`config.mk`:
```
export PLATFORM = sky130hd
export DESIGN_NAME = shf_stage
export DESIGN_NICKNAME = d
export VERILOG_FILES = /design/src/rtl/shf_pkg.sv /design/src/rtl/shf_si_sel.sv /design/src/rtl/shf_core.sv /design/src/rtl/shf_outreg.sv /design/src/rtl/shf_stage.sv
export SDC_FILE = /design/constraint.sdc
export NUM_CORES = 1
export LEC_CHECK = 0
export BUFFER_PORTS_ARGS = -buffer_cell sky130_fd_sc_hd__buf_4
export CAP_MARGIN = 20
export CORE_MARGIN = 4
export CORE_UTILIZATION = 37
export DETAILED_ROUTE_END_ITERATION = 8
export PLACE_DENSITY = 0.8
export SYNTH_ARGS = -nofsm -noshare
export SYNTH_HDL_FRONTEND = slang
export SYNTH_HIERARCHICAL = 1
export SYNTH_SLANG_ARGS = --single-unit
```
`constraint.sdc`:
```
create_clock -name clk -period 2.3 [get_ports clk]
set_clock_uncertainty 0.15 [all_clocks]
set_input_delay 0 -clock clk [delete_from_list [all_inputs] [get_ports clk]]
set_output_delay 0 -clock clk [all_outputs]
set_load 0.01 [all_outputs]
```
`src/rtl/shf_pkg.sv`:
```
package shf_pkg;

    typedef enum logic [1:0] {
        SH_PASS  = 2'b00,
        SH_LEFT  = 2'b01,
        SH_RIGHT = 2'b10,
        SH_SWAP  = 2'b11
    } sh_op_e;

    typedef enum logic [1:0] {
        SI_DEFAULT    = 2'b00,
        SI_REGISTERED = 2'b01,
        SI_ROUTED     = 2'b10,
        SI_CHAINED    = 2'b11
    } si_src_e;

    typedef struct packed {
        logic left;
        logic right;
    } shout_t;

    function automatic logic is_shift(input sh_op_e op);
        return (op == SH_LEFT) || (op == SH_RIGHT);
    endfunction

endpackage

```
`src/rtl/shf_si_sel.sv`:
```
module shf_si_sel
    import shf_pkg::*;
(
    input  sh_op_e  op,
    input  logic    cfg_sel,
    input  si_src_e src_a,
    input  si_src_e src_b,
    input  logic    def_si,
    input  logic    msb_si_en,
    input  logic    msb_bit,
    input  shout_t  reg_out,
    input  logic    si_ext,
    input  logic    chain_from_right,
    input  logic    chain_from_left,
    output logic    si_bit
);

    si_src_e src;
    logic    going_left;

    assign src        = cfg_sel ? src_b : src_a;
    assign going_left = (op == SH_LEFT);

    always_comb begin
        unique case (src)
            SI_DEFAULT:    si_bit = (op == SH_RIGHT && msb_si_en) ? msb_bit : def_si;
            SI_REGISTERED: si_bit = going_left ? reg_out.left : reg_out.right;
            SI_ROUTED:     si_bit = si_ext;
            SI_CHAINED:    si_bit = going_left ? chain_from_right : chain_from_left;
            default:       si_bit = def_si;
        endcase
    end

endmodule

```
`src/rtl/shf_core.sv`:
```
module shf_core
    import shf_pkg::*;
#(
    parameter int W  = 8,
    parameter int MW = $clog2(W)
) (
    input  logic [W-1:0]  data_in,
    input  sh_op_e        op,
    input  logic [MW-1:0] msb_pos,
    input  logic          si_bit,
    output logic [W-1:0]  data_out,
    output shout_t        sh_out
);

    localparam int NIB = W / 2;

    logic [W-1:0] left_val;
    logic [W-1:0] right_val;
    logic [W-1:0] swap_val;

    assign left_val = {data_in[W-2:0], si_bit};
    assign swap_val = {data_in[NIB-1:0], data_in[W-1:NIB]};

    for (genvar i = 0; i < W; i++) begin : g_rs
        if (i == W - 1) begin : g_top
            assign right_val[i] = si_bit;
        end else begin : g_low
            assign right_val[i] = (msb_pos == MW'(i)) ? si_bit : data_in[i+1];
        end
    end

    always_comb begin
        unique case (op)
            SH_PASS:  data_out = data_in;
            SH_LEFT:  data_out = left_val;
            SH_RIGHT: data_out = right_val;
            SH_SWAP:  data_out = swap_val;
            default:  data_out = data_in;
        endcase
    end

    assign sh_out.left  = data_in[msb_pos];
    assign sh_out.right = data_in[0];

endmodule

```
`src/rtl/shf_outreg.sv`:
```
module shf_outreg
    import shf_pkg::*;
(
    input  logic   clk,
    input  logic   rst,
    input  logic   en,
    input  shout_t nxt,
    output shout_t q
);

    always_ff @(posedge clk) begin
        if (rst) begin
            q <= '0;
        end else if (en) begin
            q <= nxt;
        end
    end

    AST_REG_CLEARED: assert property (@(posedge clk) rst |=> (q == '0));
    AST_REG_HELD:    assert property (@(posedge clk) disable iff (rst)
                                      !en |=> $stable(q));

endmodule

```
`src/rtl/shf_stage.sv`:
```
module shf_stage
    import shf_pkg::*;
#(
    parameter int W  = 8,
    parameter int MW = $clog2(W)
) (
    input  logic          clk,
    input  logic          rst,
    input  logic          en,
    input  logic [W-1:0]  data_in,
    input  logic [1:0]    shift_op,
    input  logic          cfg_sel,
    input  logic [1:0]    si_src_a,
    input  logic [1:0]    si_src_b,
    input  logic          def_si,
    input  logic          msb_si_en,
    input  logic [MW-1:0] msb_pos,
    input  logic          out_sel,
    input  logic          si_ext,
    input  logic          chain_from_right,
    input  logic          chain_from_left,
    output logic [W-1:0]  data_out,
    output logic          sh_left_out,
    output logic          sh_right_out,
    output logic          dp_shift_out,
    output logic          reg_left_out,
    output logic          reg_right_out
);

    localparam int NIB = W / 2;

    sh_op_e op;
    shout_t cur_out;
    shout_t reg_out;
    logic   si_bit;

    assign op = sh_op_e'(shift_op);

    shf_si_sel u_si_sel (
        .op               (op),
        .cfg_sel          (cfg_sel),
        .src_a            (si_src_e'(si_src_a)),
        .src_b            (si_src_e'(si_src_b)),
        .def_si           (def_si),
        .msb_si_en        (msb_si_en),
        .msb_bit          (cur_out.left),
        .reg_out          (reg_out),
        .si_ext           (si_ext),
        .chain_from_right (chain_from_right),
        .chain_from_left  (chain_from_left),
        .si_bit           (si_bit)
    );

    shf_core #(.W(W), .MW(MW)) u_core (
        .data_in  (data_in),
        .op       (op),
        .msb_pos  (msb_pos),
        .si_bit   (si_bit),
        .data_out (data_out),
        .sh_out   (cur_out)
    );

    shf_outreg u_outreg (
        .clk (clk),
        .rst (rst),
        .en  (en),
        .nxt (cur_out),
        .q   (reg_out)
    );

    assign sh_left_out   = cur_out.left;
    assign sh_right_out  = cur_out.right;
    assign dp_shift_out  = out_sel ? cur_out.left : cur_out.right;
    assign reg_left_out  = reg_out.left;
    assign reg_right_out = reg_out.right;

    AST_PASS_THROUGH: assert property (@(posedge clk) disable iff (rst)
        (shift_op == 2'b00) |-> (data_out == data_in));
    AST_LEFT_BODY:    assert property (@(posedge clk) disable iff (rst)
        (shift_op == 2'b01) |-> (data_out[W-1:1] == data_in[W-2:0]));
    AST_RIGHT_LSB:    assert property (@(posedge clk) disable iff (rst)
        (shift_op == 2'b10) |-> (sh_right_out == data_in[0]));
    AST_SWAP_NO_SI:   assert property (@(posedge clk) disable iff (rst)
        (shift_op == 2'b11) |-> (data_out == {data_in[NIB-1:0], data_in[W-1:NIB]}));
    AST_REG_UPDATE:   assert property (@(posedge clk) disable iff (rst)
        en |=> (reg_left_out == $past(data_in[msb_pos])));

endmodule

```
# Yosys cells after proc, flatten, opt, wreduce, memory -nomap -nowiden
# Index checks and enable logic that the tools add are counted.
# totals
register_bits,2
in_bits,27
out_inout_bits,13
word_cells,35
# op_classes
n_lt_le_gt_ge,1
eq_ne,12
muxes,16
reduce_logical,4
# op_table
op,count
$pmux W8 S4,1
$mux W1,12
$eq A3 B3 Y1 const B,3
$eq A2 B2 Y1 const B,4
$eq A3 B2 Y1 const B,2
$eq A2 B1 Y1 const B,2
$logic_not A2 Y1,2
$lt A3 B4 Y1 const B,1
$pmux W1 S4,1
$bmux W1 S3,1
$eq A3 B1 Y1 const B,1
$logic_not A3 Y1,1
$mux W2,1
$logic_and A1 B1 Y1,1

# Longest topological paths before layout
# depth
word_depth,6
ltp_mapped,7
ltp_nobuf,6

# Hierarchy
# Netlist, hierarchy kept.
# modules_own_cells
mod,n_inst,cells_each,area_per_inst_um2,seq_area_each_um2
shf_core,1,31,421.7,0.0
shf_si_sel,1,10,101.3,0.0
shf_outreg,1,6,67.6,40.0
shf_stage,1,1,15.0,0.0

# Least setup slack after synthesis
# OpenSTA, ideal clock, no wires.
# synth_path
kind,input-to-output
startpoint,input msb_pos[1]
endpoint,output data_out[1]
arrival_time_ns,2.355
t_required_ns,2.150
setup_slack_ns,-0.205
stages,7
n_path_buf,1
cell_sequence,buf_6 -> mux4_1 -> mux2_2 -> mux2_2 -> a221o_1 -> mux2_1 -> mux4_2
# synth_via
elab_chain_len,6
elab_cells_between_ends,7
classes_between,1 x eq/ne; 6 x mux
# synth_rtl
item,line_no,source
start: declaration,shf_stage.sv:17,"input logic [MW-1:0] msb_pos,"
$bmux W1 S3,shf_core.sv:42,assign sh_out.left = data_in[msb_pos];
$mux W1 (implied by the code),shf_core.sv:42,
via sh_left_out,shf_stage.sv:23,"output logic sh_left_out,"
$mux W1,shf_si_sel.sv:26,SI_DEFAULT: si_bit = (op == SH_RIGHT && msb_si_en) ? msb_bit : def_si;
$pmux W1 S4,shf_si_sel.sv:25,unique case (src)
via si_bit,shf_stage.sv:35,logic si_bit;
$mux W1,shf_core.sv:28,assign right_val[i] = (msb_pos == MW'(i)) ? si_bit : data_in[i+1];
$pmux W8 S4,shf_core.sv:33,unique case (op)
end: declaration,shf_stage.sv:22,"output logic [W-1:0] data_out,"
# The timed path passes the listed nets, and every way through them passes these cells. The select of a mux whose other input is x is not followed.

# Final worst setup path
# layout_path
startpoint,input data_in[1]
endpoint,output data_out[5]
# layout_via
elab_chain_len,6
# layout_rtl
item,line_no,source
start: declaration,shf_stage.sv:10,"input logic [W-1:0] data_in,"
$bmux W1 S3,shf_core.sv:42,
$mux W1 (implied by the code),shf_core.sv:42,
$mux W1,shf_si_sel.sv:26,
$pmux W1 S4,shf_si_sel.sv:25,
via si_bit,shf_stage.sv:35,
$mux W1,shf_core.sv:28,
$pmux W8 S4,shf_core.sv:33,
# The timed path passes the listed nets, and every way through them passes these cells. The select of a mux whose other input is x is not followed.

==> flow_summary_export.csv <==
group,metric,value,unit
status,outcome,"finished, violations left",
status,violations,"negative setup slack",
routing,via_per_inst,5.98,
sta,layout_setup_ws,-0.263,ns
cells_and_area,final_cell_area,0.00114,mm^2
cells_and_area,area_delta_synth_final,88.2,%
synthesis,ys_ff_latch,2,
sta,setup_viol,8,
place,place_inst,113,
critical_path,crit_type,"in -> out",
power,p_per_area,339,mW/mm^2
power,intPower,0.000262,W
clock_tree,htreeDepth,1,
synthesis,yosysTopAreaCell,"mux4_2",
critical_path,cp-end-kind,"primary output",
routing,drt_iter0_markers,19,
clock_tree,cts_root_buffer,"clkbuf_4",
global_route,grt_max_degree,10,
critical_path,worst_ep_arrival_time,2.41,ns
power,p_switching,0.000124,W
synthesis,synthArstFlopShare,0,
cells_and_area,n_antenna_cell,0,
cells_and_area,multiInputGateArea,554,um^2
sta,grt_setup_unrepaired,"yes",
floorplanning,core,0.00152,mm^2
sta,tightest_slew,0.399,ns
global_route,grt_antenna_before_repair,0,
cells_and_area,reg_top3,"u_outreg/q: 2 flops",
critical_path,path_max_fanout,5,
global_route,grt_remaining_overflow,0,
sta,finalCritPeriodShare,1.11,
floorplanning,ios,40,
power,vdd_drop_max,0.000187,V
cells_and_area,fillCellCount,98,
synthesis,synth_top_area_frac,0.335,
synthesis,synth_common_cells,"9 x mux4_2, 7 x mux2_1, 4 x nand3b_1, 4 x nor3b_1",
sta,hold_violations,0,
power,power_frac_clock,0.213,
power,seqPwrFrac,0.100,
synthesis,synth-seq-area-share,0.0661,
synthesis,synth_cells,48,
cells_and_area,finalNonFillerCells,122,
place,port-buffer-count,39,
routing,postRouteWirelength,2410,um
clock_tree,cts_tree,"done",
floorplanning,num_rows,14,
synthesis,postSynthAreaPerCell,12.6,um^2
critical_path,r2r_setup_slack,0.88,ns
global_route,grt_pass1_wl,3770,um
cells_and_area,top_register,"u_outreg/q",
routing,drc,0,
critical_path,start_kind,"primary input",
flow_run,drv_cap,0,
routing,wl_per_cell,19.8,um
floorplanning,initial_core_util,0.397,
cells_and_area,drive_gt1_frac,0.783,
floorplanning,die_w,48.5,um
routing,ant_nets,0,
sta,slew_headroom,0.733,
cells_and_area,fin_nets,135,
synthesis,synth_area_leaders,"mux4_2 33%, mux2_1 13%, mux4_1 8.7%",
power,power.leakage,0.538,nW
routing,vias,729,
synthesis,ys_warn_count,6,
synthesis,ys.flop_type,"dfxtp_1",
clock_tree,ctsLongestPathBuffers,2,
clock_tree,clk_pin_slew,0.03,ns
place,dpl-instance-area,0.00101,mm^2
routing,drt_first_pass_iters,4,
global_route,grt_use_total,0.208,
floorplanning,die_height,48.5,um
synthesis,synth_edf_count,0,
sta,fmax,390,MHz
cells_and_area,ff_latch_area,40.0,um^2
power,comb_power_share,0.686,
floorplanning,dieArea,0.00235,mm^2
critical_path,worstPathRequired,2.15,ns
place,hpwl,1720,um
sta,slew_viol_final,0,
min_path,hold_class,"in -> reg",
global_route,first_global_vias,753,
power,p_sw_frac,0.322,
clock_tree,cts_buffers,3,
place,routabilityCongestion,0.869,
clock_tree,clk_latency,0.23,ns
cells_and_area,largest_register_ffs,2,
sta,min_period,2.56,ns
synthesis,synthesis.nets,75,
synthesis,yosysMostFrequentCell,"mux4_2",
power,power,0.000387,W
synthesis,synth_area,606,um^2
clock_tree,cts_sinks,2,
synthesis,yosysUniqueCellTypes,18,
power groups by stage:
| stage | clock (W) | sequential (W) | combinational [W] |
|---|---|---|---|
| after floorplan | 0 | 0.0000407 | 0.000116 |
| after global placement | 0 | 0.0000391 | 0.000221 |
| after detailed placement | 0 | 0.0000391 | 0.000228 |
| after CTS | 0.0000851 | 0.0000387 | 0.000255 |
| after global routing | 0.0000871 | 0.0000390 | 0.000280 |
| final | 0.0000826 | 0.0000387 | 0.000266 |
timing repair:
item,in CTS,in global routing
setup buffers,1,1
gates cloned,1,0
hold buffers,3,0
setup endpoints to repair,8,8
gates resized for setup,12,2
pin swaps,1,0
hold endpoints to repair,2,0
worst paths after layout:
kind,endpoint,depth (start not counted),startpoint
setup / recovery,data_out[5],8,data_in[1]
hold / removal,u_outreg/q[0],4,data_in[0]
setup reg to reg,u_outreg/q[1],4,u_outreg/q[1]
hold reg to reg,u_outreg/q[0],3,u_outreg/q[0]
stage by stage:
stage | hold WS, ns | util | setup slack [ns] | TNS (ns)
2_1_floorplan | -0.0776 | - | -0.163 | -1.07
3_3_place_gp | 0.0180 | 0.664 | -0.295 | -1.99
3_5_place_dp | 0.0236 | 0.664 | -0.357 | -2.50
4_1_cts | 0.00296 | 0.738 | -0.251 | -1.60
5_1_grt | 0.0884 | 0.748 | -0.293 | -2.05
6_report | 0.0352 | 0.748 | -0.263 | -1.81
final cells by class:
type                       count  share of cell area
clock buffer                   3              0.0198
multi-input combinational     41               0.486
sequential                     2              0.0351
tap                           16              0.0176
timing repair buffer          60               0.441
per-layer routing:
metal	part of all wire	track usage
met3	0.10	0.0552
met5	0	0
met2	0.51	0.326
met1	0.37	0.253
met4	0.024	0.126
logic make-up (layout without fill, tap and decap cells):
group,Yosys count,count (layout),synth area share
and+or+nand+nor,13,13,0.141
AOI/OAI and AO/OA,2,3,0.0310
muxes,25,25,0.682
DFF,2,2,0.0661
buffers and inverters,6,63,0.0806
worst max-delay path, cell delays in order:
cell and delay (ns):
buf_4 0.11, mux4_2 0.44, mux2_4 0.29, mux2_4 0.28, a221o_2 0.40, mux2_4 0.29
mux4_2 0.47, buf_6 0.14
placed cells by master, fill, tap and decap left out:
cell / n
buf_4: 46
mux4_2: 11
mux2_4: 10
buf_6: 10
nand3b_1: 4
nor3b_1: 4
clkbuf_4: 3
dlygate4sd3_1: 3
mux2i_1: 3
nor2_1: 2
dfxtp_1: 2
a221o_1: 1
buf_8: 1
nor3_1: 1
mux2_2: 1
nor2b_1: 1
nand2b_1: 1
o32ai_1: 1
a221o_2: 1
Note: power is estimated with default switching activity, not from simulation.
